**src/rtl/regctl_pkg.sv**
```systemverilog
// Package: shared mode type for the regulator enable controller.
// Assumes: nothing; pure type definitions.
package regctl_pkg;
    typedef enum logic [1:0] {
        MODE_OFF  = 2'd0,
        MODE_SW   = 2'd1,
        MODE_PIN  = 2'd2,
        MODE_ROOF = 2'd3
    } regctl_mode_e;
endpackage

```
**src/rtl/regctl_pin_sync.sv**
```systemverilog
// Two-flop synchronizer, one chain per pin.
// Assumes: the pins are asynchronous levels; glitches shorter than a clock may be lost.
module regctl_pin_sync #(
    parameter int W = 2
) (
    input  logic         clk,
    input  logic         rst_n,
    input  logic [W-1:0] pin_async,
    output logic [W-1:0] pin_sync
);
    logic [W-1:0] stage1;
    logic [W-1:0] stage2;

    for (genvar g = 0; g < W; g++) begin : g_chain
        // Shift each pin through two flops.
        always_ff @(posedge clk) begin
            if (!rst_n) begin
                stage1[g] <= 1'b0;
                stage2[g] <= 1'b0;
            end else begin
                stage1[g] <= pin_async[g];
                stage2[g] <= stage1[g];
            end
        end
    end

    assign pin_sync = stage2;
endmodule

```
**src/rtl/regctl_edge_delay.sv**
```systemverilog
// Delay filter: commits a new level only after a direction-dependent tick count.
// Assumes: tick is a one-cycle pulse. A code of 0 commits at the first edge that sees
// the mismatch. A return to the committed level cancels a pending count.
module regctl_edge_delay #(
    parameter int DLY_W = 4
) (
    input  logic             clk,
    input  logic             rst_n,
    input  logic             tick,
    input  logic             level_in,
    input  logic [DLY_W-1:0] rise_code,
    input  logic [DLY_W-1:0] fall_code,
    output logic             level_q
);
    localparam logic [DLY_W-1:0] ONE = DLY_W'(1);

    logic             committed;
    logic             pending;
    logic [DLY_W-1:0] remain;
    logic [DLY_W-1:0] dir_code;

    // Pick the delay code for the direction the input is asking for.
    always_comb dir_code = level_in ? rise_code : fall_code;

    // Track the input, count ticks while pending, and commit when the count runs out.
    always_ff @(posedge clk) begin
        if (!rst_n) begin
            committed <= 1'b0;
            pending   <= 1'b0;
            remain    <= '0;
        end else if (level_in == committed) begin
            pending <= 1'b0;
        end else if (!pending) begin
            if (dir_code == '0) begin
                committed <= level_in;
            end else begin
                pending <= 1'b1;
                remain  <= dir_code;
            end
        end else if (tick) begin
            if (remain == ONE) begin
                committed <= level_in;
                pending   <= 1'b0;
            end else begin
                remain <= remain - ONE;
            end
        end
    end

    assign level_q = committed;

    // the committed level can only move to the value the input holds.
    a_r8_commit_follows_input: assert property (@(posedge clk) disable iff (!rst_n)
        (committed != $past(committed)) |-> (committed == $past(level_in)));

    // without a tick, a count above one holds its value.
    a_r6_count_needs_tick: assert property (@(posedge clk) disable iff (!rst_n)
        (pending && !tick && remain > ONE && level_in != committed) |=> (remain == $past(remain)));

    // an input that differs from a pending commit does not commit before the count expires.
    a_r7_no_early_commit: assert property (@(posedge clk) disable iff (!rst_n)
        (pending && remain > ONE) |=> $stable(committed));
endmodule

```
**src/rtl/regctl_out_select.sv**
```systemverilog
// Output decode: maps the configuration inputs and the committed pin level to enable and voltage code.
// Assumes: purely combinational, so configuration changes act in the same cycle.
module regctl_out_select
    import regctl_pkg::*;
#(
    parameter int VCODE_W = 8
) (
    input  logic               master_en,
    input  logic               pin_ctrl,
    input  logic               roof_floor,
    input  logic               pin_level,
    input  logic [VCODE_W-1:0] vset,
    input  logic [VCODE_W-1:0] floor_vset,
    output logic               reg_en,
    output logic [VCODE_W-1:0] vout_code
);
    regctl_mode_e mode;

    // Work out the operating mode from the configuration bits.
    always_comb begin
        if (!master_en)      mode = MODE_OFF;
        else if (!pin_ctrl)  mode = MODE_SW;
        else if (roof_floor) mode = MODE_ROOF;
        else                 mode = MODE_PIN;
    end

    // Drive the enable and the voltage code for each mode.
    always_comb begin
        unique case (mode)
            MODE_OFF: begin
                reg_en    = 1'b0;
                vout_code = '0;
            end
            MODE_SW: begin
                reg_en    = 1'b1;
                vout_code = vset;
            end
            MODE_PIN: begin
                reg_en    = pin_level;
                vout_code = pin_level ? vset : '0;
            end
            default: begin
                reg_en    = 1'b1;
                vout_code = pin_level ? vset : floor_vset;
            end
        endcase
    end
endmodule

```
**src/rtl/regulator_enable_ctrl.sv**
```systemverilog
// Top: synchronizes the pins, picks one, delays its edges, and decodes the outputs.
// Assumes: tick_1ms is synchronous to clk; the configuration inputs come from registers.
module regulator_enable_ctrl #(
    parameter int VCODE_W  = 8,
    parameter int DLY_W    = 4,
    parameter int NUM_PINS = 2,
    localparam int SEL_W   = (NUM_PINS > 1) ? $clog2(NUM_PINS) : 1
) (
    input  logic                clk,
    input  logic                rst_n,
    input  logic                tick_1ms,
    input  logic                master_en,
    input  logic                pin_ctrl,
    input  logic [SEL_W-1:0]    pin_sel,
    input  logic                roof_floor,
    input  logic [DLY_W-1:0]    start_dly,
    input  logic [DLY_W-1:0]    stop_dly,
    input  logic [VCODE_W-1:0]  vset,
    input  logic [VCODE_W-1:0]  floor_vset,
    input  logic [NUM_PINS-1:0] en_pins,
    output logic                reg_en,
    output logic [VCODE_W-1:0]  vout_code
);
    logic [NUM_PINS-1:0] pins_s;
    logic                sel_level;
    logic                committed_level;

    regctl_pin_sync #(.W(NUM_PINS)) u_sync (
        .clk       (clk),
        .rst_n     (rst_n),
        .pin_async (en_pins),
        .pin_sync  (pins_s)
    );

    // Choose the synchronized pin named by the select input.
    always_comb sel_level = pins_s[pin_sel];

    regctl_edge_delay #(.DLY_W(DLY_W)) u_delay (
        .clk       (clk),
        .rst_n     (rst_n),
        .tick      (tick_1ms),
        .level_in  (sel_level),
        .rise_code (start_dly),
        .fall_code (stop_dly),
        .level_q   (committed_level)
    );

    regctl_out_select #(.VCODE_W(VCODE_W)) u_out (
        .master_en  (master_en),
        .pin_ctrl   (pin_ctrl),
        .roof_floor (roof_floor),
        .pin_level  (committed_level),
        .vset       (vset),
        .floor_vset (floor_vset),
        .reg_en     (reg_en),
        .vout_code  (vout_code)
    );

    // master off forces the channel off with a zero code.
    a_r1_master_off: assert property (@(posedge clk) disable iff (!rst_n)
        !master_en |-> (!reg_en && vout_code == '0));

    // software mode runs at the normal setpoint.
    a_r2_sw_mode: assert property (@(posedge clk) disable iff (!rst_n)
        (master_en && !pin_ctrl) |-> (reg_en && vout_code == vset));

    // roof/floor mode never turns the channel off.
    a_r5_roof_always_on: assert property (@(posedge clk) disable iff (!rst_n)
        (master_en && pin_ctrl && roof_floor) |-> reg_en);

    // in pin mode an enabled channel always carries the normal setpoint.
    a_r4_pin_on_uses_vset: assert property (@(posedge clk) disable iff (!rst_n)
        (master_en && pin_ctrl && !roof_floor && reg_en) |-> (vout_code == vset));
endmodule

```
**config.mk**
```make
export PLATFORM = sky130hd
export DESIGN_NAME = regulator_enable_ctrl
export DESIGN_NICKNAME = d
export VERILOG_FILES = /design/src/rtl/regctl_pkg.sv /design/src/rtl/regctl_pin_sync.sv /design/src/rtl/regctl_edge_delay.sv /design/src/rtl/regctl_out_select.sv /design/src/rtl/regulator_enable_ctrl.sv
export SDC_FILE = /design/constraint.sdc
export NUM_CORES = 1
export LEC_CHECK = 0
export ABC_CLOCK_PERIOD_IN_PS = 1900
export CORE_UTILIZATION = 35
export CTS_CLUSTER_DIAMETER = 200
export CTS_CLUSTER_SIZE = 28
export DETAILED_ROUTE_END_ITERATION = 16
export DONT_BUFFER_PORTS = 1
export SYNTH_ARGS = -nofsm -noshare
export SYNTH_HDL_FRONTEND = slang
export SYNTH_SLANG_ARGS = --single-unit
```
**constraint.sdc**
```tcl
create_clock -name clk -period 1.9 [get_ports clk]
set_input_delay 0.38 -clock clk [delete_from_list [all_inputs] [get_ports clk]]
set_output_delay 0.38 -clock clk [all_outputs]
set_load 0.05 [all_outputs]
```
==> results of run 1 <==
[how the worst max path moves through the flow]
stage,endpoint,slack [ps],depth (start not counted)
2_1_floorplan,vout_code[5],190,4
3_3_place_gp,vout_code[0],290,5
3_5_place_dp,vout_code[2],270,5
4_1_cts,vout_code[2],70,5
5_1_grt,vout_code[2],40,5
6_report,vout_code[2],140,5
[cells in the final DEF (no fill, tap or decap), types with 2 or more instances in the layout]
cell type,count
dfxtp_1,10
a22oi_1,2
o21ai_1,2
inv_1,4
or4_4,2
buf_4,3
mux2_2,4
a21boi_2,8
nand2_1,16
and2_1,4
ha_1,2
nand2b_1,2
buf_12,8
o22ai_1,2
mux2i_1,2
nand3_1,8
nor3_1,2
o211ai_1,2
clkbuf_4,3
[kinds of logic after synthesis]
family	share of synthesized area, %
AOI/OAI and AO/OA	30.4
and+or+nand+nor	25.4
muxes	10.1
DFF	25.8
buffers and inverters	3.86
xor gates and xnor gates	1.13
adders and majority gates	3.22
[worst max-delay path, stage by stage, from the launching register on]
cell and delay (ps):
dfxtp_1 390, inv_1 160, nand2_4 140, nand2_1 90, a21boi_2 190, buf_12 160
[per-layer routing]
layer  global-route usage [%]  vias up  share of wire, %
met1                     19.4      328                39
li1                         -      371                 -
met4                     5.39        0               1.5
met5                        0        -                 0
met3                     7.17        4               7.2
met2                     31.1       22                52
[repair_timing]
| action | in CTS | in global routing |
|---|---|---|
| gates resized for setup | 1 | 1 |
| endpoints found under the setup margin | 5 | 1 |
| setup buffers | 0 | 0 |
| endpoints found under the hold margin | 0 | 0 |
[state kept, by name, indices dropped and copies added (netlist names)]
name,cells
u_delay.pending,1
u_delay.level_q,1
u_sync.stage1,2
u_delay.remain,4
u_sync.pin_sync,2
[through the flow]
stage / instance area [um^2] / util (%) / hold WS [ps]
after floorplan: 807 / - / 412
after global placement: 1010 / 49.9 / 417
after detailed placement: 1010 / 49.9 / 421
after CTS: 1050 / 51.8 / 223
after global routing: 1050 / 52.0 / 218
final: 1050 / 52.0 / 231
[layout make-up]
cell class              instances  area (um^2)
inverters                       4         15.0
clock buffers                   4         36.3
well taps                      27         33.8
repair buffers                 11          183
fillers                       187          970
flip-flops and latches         10          200
multi-input cells              77          584
[power groups by stage]
stage                     combinational (mW)  sequential (mW)  clock, mW
after floorplan                        0.165            0.240          0
after global placement                 0.232            0.246          0
after detailed placement               0.234            0.246          0
after CTS                              0.235            0.241      0.202
after global routing                   0.254            0.244      0.210
final                                  0.235            0.241      0.194
==> qor.txt, run 1 <==
SYNTH
--------------------------------------------------------------------------------------------------------
Count leader, synth                                                                              nand2_1
Yosys synthesis warning count                                                                          0
#FFs+latches synth                                                                                    10
Summed instance area of the synthesized netlist                                                 777 um^2
Count of mapped cells out of synthesis                                                                95
Top-area cell type share of the netlist area                                                       25.8%
Number of enable flip-flop cells after synthesis                                                       0
Most used flip-flop cell after synthesis                                                         dfxtp_1
Post-synth ARST share                                                                                 0%
Most common library cells after synthesis                                                   nand2_1 (17), dfxtp_1 (10), a21boi_0 (8), nand3_1 (8)
Count of cell types in the netlist                                                                    36
Sequential element share of the synthesized area                                                   25.8%
Mean cell area of the mapped netlist                                                           8.18 um^2
Nets in the synthesized netlist                                                                      130
Cell type with the largest total area after synthesis                                            dfxtp_1
Synth top area cells                                                                        dfxtp_1 (26%), nand2_1 (8.2%), a21boi_0 (7.7%)

ROUTE
--------------------------------------------------------------------------------------------------------
Remaining DRCs                                                                                         0
Vias per cell                                                                                       5.45
Wire length per cell                                                                             14.3 um
Sum of routed wire length over all layers                                                        1910 um
Number of vias in the routed layout                                                                  725
Number of DRC markers after the initial detailed-route iteration                                       3
Final antenna-violating net count                                                                      0
1st-pass router iterations                                                                             4

CELLS AND AREA
--------------------------------------------------------------------------------------------------------
Area growth from synthesis to layout                                                               35.4%
N_diodes                                                                                               0
Fin nets                                                                                             142
Final Non-Filler Cells                                                                               133
Layout cell share with drive strength beyond 1                                                     33.0%

GLOBAL ROUTE
--------------------------------------------------------------------------------------------------------
Global-route usage over all layers                                                                 17.8%
GRT overflow                                                                                           0
Global-route wire length before repair                                                           3310 um
Pin count of the biggest net entering global routing                                                  12
Vias in the first global route                                                                       755
Antenna violations before repair                                                                       0

STA
--------------------------------------------------------------------------------------------------------
Tightest Pin Transition                                                                           443 ps
Final Hold Violating Endpoints                                                                         0
Final min period                                                                                 1760 ps
Slew Limit Headroom                                                                                70.4%
Number of setup violations in the final report                                                         0
Portion of the clock cycle consumed by the worst path in the final layout                          92.8%
Maximum clock skew at final layout                                                               1.95 ps
Aggregate negative setup slack                                                                      0 ps
Top achievable clock speed                                                                     0.567 GHz
Unrepaired setup endpoints after global routing                                                    false
Max-slew violations                                                                                    0
Final worst-path setup slack                                                                      136 ps

PWR
--------------------------------------------------------------------------------------------------------
Internal power                                                                                  0.453 mW
Switching part of the total                                                                        32.4%
Combinational power share                                                                          35.1%
Leakage component of the power                                                                  0.402 nW
Switching power of the nets                                                                     0.218 mW
Share of total power in sequential cells                                                           36.0%
Total chip power                                                                                0.670 mW
Power per standard cell area                                                                 637 nW/um^2
Clock network fraction of design power                                                             28.9%
Maximum ir drop on the vdd rail                                                                 0.393 mV

CRITICAL PATH
--------------------------------------------------------------------------------------------------------
Critical path required time                                                                      1520 ps
Worst endpoint data arrival time                                                                 1380 ps
Register-to-register setup slack                                                                  380 ps
CP Capture Type                                                                             primary output
Largest fanout on the critical path                                                                    9
Start of the worst register-to-register path                                                u_delay.remain[1]$_SDFFE_PN0P_
Setup crit start                                                                            u_delay.level_q$_SDFFE_PN0P_
Type of the worst setup path                                                                  reg -> out
Capture instance of the worst register-to-register path                                     u_delay.remain[0]$_SDFFE_PN0P_
Depth of the most critical reg-to-reg path                                                             6
CP startpoint kind                                                                                  flop

CLOCK TREE
--------------------------------------------------------------------------------------------------------
Number of buffers added by the clock tree synthesis step                                               3
Post-CTS clock slew at the launch and capture registers of the worst setup and hold paths          70 ps
Largest buffer count on any clock path                                                                 2
Clock tree from TritonCTS                                                                          built
Root buf cell                                                                                   clkbuf_4
Number of buffers added to fix hold violations after cts                                               0
Clock insertion delay at the later pin of the skew report                                         270 ps
Maximum level of the CTS H-tree                                                                        1
Clk sink count                                                                                        10

WORST HOLD PATH
--------------------------------------------------------------------------------------------------------
Hold-critical path endpoint                                                                 u_sync.pin_sync[0]$_SDFF_PN0_
Worst hold path cell count                                                                             1
Hold Crit Class                                                                                in -> reg
Hold Path Origin                                                                                   rst_n

FLOORPLAN
--------------------------------------------------------------------------------------------------------
Total Die Area                                                                                 2410 um^2
Boundary pin count                                                                                    42
Initial cell density of the core                                                                   38.4%
Die W                                                                                            49.1 um
Number of rows created at floorplan                                                                   16
Height of the die                                                                                49.1 um
Core region area                                                                               2020 um^2

FLOW RUN
--------------------------------------------------------------------------------------------------------
Number of max-cap violations                                                                           0

PLACED DESIGN
--------------------------------------------------------------------------------------------------------
Cells after DPL                                                                                      129
Global placement routability congestion                                                            0.831
# port buffers                                                                                         0
Post-place setup slack                                                                            266 ps
Placed wire-length estimate after detailed placement                                             1600 um

OUTCOME
--------------------------------------------------------------------------------------------------------
Outcome                                                                                        completed

(Power assumes the default switching activity.)
==> run 2: changes to the inputs <==
--- a/config.mk
+++ b/config.mk
@@ -6,6 +6,7 @@
 export NUM_CORES = 1
 export LEC_CHECK = 0
 export ABC_CLOCK_PERIOD_IN_PS = 1900
+export CORE_ASPECT_RATIO = 1.1
 export CORE_UTILIZATION = 35
 export CTS_CLUSTER_DIAMETER = 200
 export CTS_CLUSTER_SIZE = 28
==> run 2 against run 1 <==
Clock power hardly changed. Combinational power is 2% higher. Non-clock buffer count stayed put. Core utilization is 0.45 points lower. Global-route usage is 0.94 points higher. Via count is 6.5% higher. Worst hold slack better by 7.5 ps. Wire length is 7.6% higher. Die area hardly changed. Critical path depth stayed put. Highest routed layer unchanged.
==> qor.txt, run 2 (same netlist as run 1, synthesis figures left out) <==
ROUTE
--------------------------------------------------------------------------------------------------------
Number of vias in the routed layout                                                                  772   +6.5%
Remaining DRCs                                                                                         0   unchanged
Vias per cell                                                                                       5.76   +5.7%
Final antenna-violating net count                                                                      0   unchanged
Wire length per cell                                                                             15.3 um   +6.8%
Number of DRC markers after the initial detailed-route iteration                                      21   +18
1st-pass router iterations                                                                             4   unchanged
Sum of routed wire length over all layers                                                        2050 um   +7.6%

PWR
--------------------------------------------------------------------------------------------------------
Maximum ir drop on the vdd rail                                                                 0.465 mV   +18%
Internal power                                                                                  0.453 mW   about the same
Switching power of the nets                                                                     0.216 mW   -0.51%
Power per standard cell area                                                                 635 nW/um^2   -0.26%
Leakage component of the power                                                                  0.402 nW   unchanged
Switching part of the total                                                                        32.3%   -0.12 points
Combinational power share                                                                          35.8%   +0.7 points
Clock network fraction of design power                                                             28.5%   -0.4 points
Share of total power in sequential cells                                                           35.7%   -0.3 points

CELLS AND AREA
--------------------------------------------------------------------------------------------------------
FILL cells                                                                                           204   +9.1%
Utilization of the core after routing                                                              51.6%   -0.45 points
N_diodes                                                                                               0   unchanged
Area occupied by multi-input gates                                                              584 um^2   unchanged
Reg with most FFs                                                                           u_delay.remain
Fin nets                                                                                             142   unchanged
Commonest cells after routing, fill and taps aside                                          nand2_1 (16), dfxtp_1 (10), nand3_1 (8), a21boi_2 (8), buf_12 (8)
Final cell area excluding filler cells                                                         1050 um^2   +0.12%
Storage element area                                                                            200 um^2   unchanged
Most common library cell in the layout ignoring fill and taps                                    nand2_1
Area growth from synthesis to layout                                                               35.6%
Max FFs per register                                                                                   4   unchanged
Layout cell share with drive strength beyond 1                                                     33.0%   unchanged

PLACED DESIGN
--------------------------------------------------------------------------------------------------------
Instance area at placement                                                                     1010 um^2   +0.12%
Global placement routability congestion                                                            0.888   +6.8%
# port buffers                                                                                         0   unchanged
Post-place setup slack                                                                            265 ps   -1.45 ps
Placed wire-length estimate after detailed placement                                             1690 um   +5.6%

STA
--------------------------------------------------------------------------------------------------------
Tightest Pin Transition                                                                           352 ps   -91.6 ps
Slew Limit Headroom                                                                                76.5%   +6.1 points
Final Hold Violating Endpoints                                                                         0   unchanged
Top achievable clock speed                                                                     0.574 GHz   +1.2%
Maximum clock skew at final layout                                                               2.73 ps   +0.784 ps
Final min period                                                                                 1740 ps   -20.5 ps
Final worst-path setup slack                                                                      156 ps   +20.5 ps
Max-slew violations                                                                                    0   unchanged
Aggregate negative setup slack                                                                      0 ps   unchanged
Number of setup violations in the final report                                                         0   unchanged
Unrepaired setup endpoints after global routing                                                    false
Portion of the clock cycle consumed by the worst path in the final layout                          91.8%   -1.1 points

FLOORPLAN
--------------------------------------------------------------------------------------------------------
Total Die Area                                                                                 2410 um^2   about the same
Core region area                                                                               2040 um^2   +0.99%
Boundary pin count                                                                                    42   unchanged
Number of rows created at floorplan                                                                   17   +1
Die W                                                                                            46.9 um   -4.5%
Initial cell density of the core                                                                   38.1%   -0.38 points
Height of the die                                                                                51.4 um   +4.7%

WORST HOLD PATH
--------------------------------------------------------------------------------------------------------
Hold-critical path endpoint                                                                 u_sync.stage1[1]$_SDFF_PN0_
Worst hold path cell count                                                                             1   unchanged
Hold Path Origin                                                                                   rst_n
Hold Crit Class                                                                                in -> reg

GLOBAL ROUTE
--------------------------------------------------------------------------------------------------------
Global-route usage over all layers                                                                 18.7%   +0.94 points
GRT overflow                                                                                           0   unchanged
Pin count of the biggest net entering global routing                                                  13   +1
Global-route wire length before repair                                                           3220 um   -2.7%
Vias in the first global route                                                                       783   +3.7%
Antenna violations before repair                                                                       0   unchanged

CLOCK TREE
--------------------------------------------------------------------------------------------------------
Number of buffers added by the clock tree synthesis step                                               3   unchanged
Largest buffer count on any clock path                                                                 2   unchanged
Root buf cell                                                                                   clkbuf_4
Post-CTS clock slew at the launch and capture registers of the worst setup and hold paths          70 ps   about the same
Maximum level of the CTS H-tree                                                                        1   unchanged
Clk sink count                                                                                        10   unchanged
Clock insertion delay at the later pin of the skew report                                         270 ps   about the same
Clock tree from TritonCTS                                                                          built

CRITICAL PATH
--------------------------------------------------------------------------------------------------------
Capture instance of the worst register-to-register path                                     u_delay.remain[0]$_SDFFE_PN0P_
Critical path required time                                                                      1520 ps   about the same
CP startpoint kind                                                                                  flop
Largest fanout on the critical path                                                                    9   unchanged
Register-to-register setup slack                                                                  380 ps   about the same
CP Capture Type                                                                             primary output
Start of the worst register-to-register path                                                u_delay.remain[1]$_SDFFE_PN0P_
Critical path's slowest cell                                                                     dfxtp_1
Depth of the most critical reg-to-reg path                                                             6   unchanged
Type of the worst setup path                                                                  reg -> out
Critical path, cell by cell                                                                 inv_1 > nand2_4 > nand2_1 > a21boi_2 > buf_12
Largest stage delay on the critical path                                                          400 ps   about the same
Worst endpoint data arrival time                                                                 1360 ps   -20 ps

FLOW RUN
--------------------------------------------------------------------------------------------------------
Number of max-cap violations                                                                           0   unchanged

OUTCOME
--------------------------------------------------------------------------------------------------------
Outcome                                                                                        completed

-- run 2: cell counts in the layout (fill, tap and decap cells not counted) --
Identical to the previous run, type by type.
-- run 2: worst max-delay path by stage --
stage / end / startpoint / cells past startpoint / slack, ps
6_report: vout_code[2] / u_delay.level_q$_SDFFE_PN0P_ / 5 / 160
2_1_floorplan: vout_code[5] / pin_ctrl / 4 / 190
4_1_cts: vout_code[2] / u_delay.level_q$_SDFFE_PN0P_ / 5 / 90
3_5_place_dp: u_delay.remain[1]$_SDFFE_PN0P_ / stop_dly[2] / 4 / 260
3_3_place_gp: vout_code[2] / u_delay.level_q$_SDFFE_PN0P_ / 5 / 320
5_1_grt: vout_code[0] / u_delay.level_q$_SDFFE_PN0P_ / 5 / 60
-- run 2: per-layer routing --
layer  GRT usage, %  vias to the layer above  share of wire, %
li1               -                      372                 -
met1           19.5                      350                39
met2           32.2                       44                51
met3           6.01                        6               7.5
met4           9.52                        0               2.6
met5              0                        -                 0
-- run 2: power groups by stage --
stage	Combinational, mW	Clock [mW]	Sequential (mW)
4_1_cts	0.240	0.196	0.239
2_1_floorplan	0.165	0	0.240
3_5_place_dp	0.239	0	0.243
3_3_place_gp	0.233	0	0.243
5_1_grt	0.257	0.203	0.241
6_report	0.240	0.191	0.239
-- run 2: through the flow --
stage / hold WS, ps / std cells / total power, mW
2_1_floorplan: 412 / 95 / 0.406
3_3_place_gp: 420 / 130 / 0.476
3_5_place_dp: 431 / 130 / 0.482
4_1_cts: 233 / 134 / 0.675
5_1_grt: 231 / 134 / 0.700
6_report: 239 / 134 / 0.669
-- run 2: timing repair --
| action | 4_1_cts | 5_1_grt |
|---|---|---|
| gates cloned | 0 | 0 |
| gates resized for setup | 1 | 1 |
| setup endpoints to repair | 2 | 1 |
| hold buffers | 0 | 0 |
| endpoints found under the hold margin | 0 | 0 |
| setup buffers | 0 | 0 |
| pin swaps | 0 | 0 |
-- run 2: layout make-up --
type / instances / area share [%]
multi-input cells: 77 / 55.5
flip-flops and latches: 10 / 19.0
repair buffers: 11 / 17.3
clock buffers: 4 / 3.44
well taps: 28 / 3.33
inverters: 4 / 1.43
-- run 2: critical path: cells and delay by family (launching register included) --
| family | cells | cell delay [ps] |
|---|---|---|
| AO/OA/AOI/OAI | 1 | 170 |
| buffers and inverters | 2 | 310 |
| flip-flops | 1 | 400 |
| AND/OR/NAND/NOR | 2 | 210 |
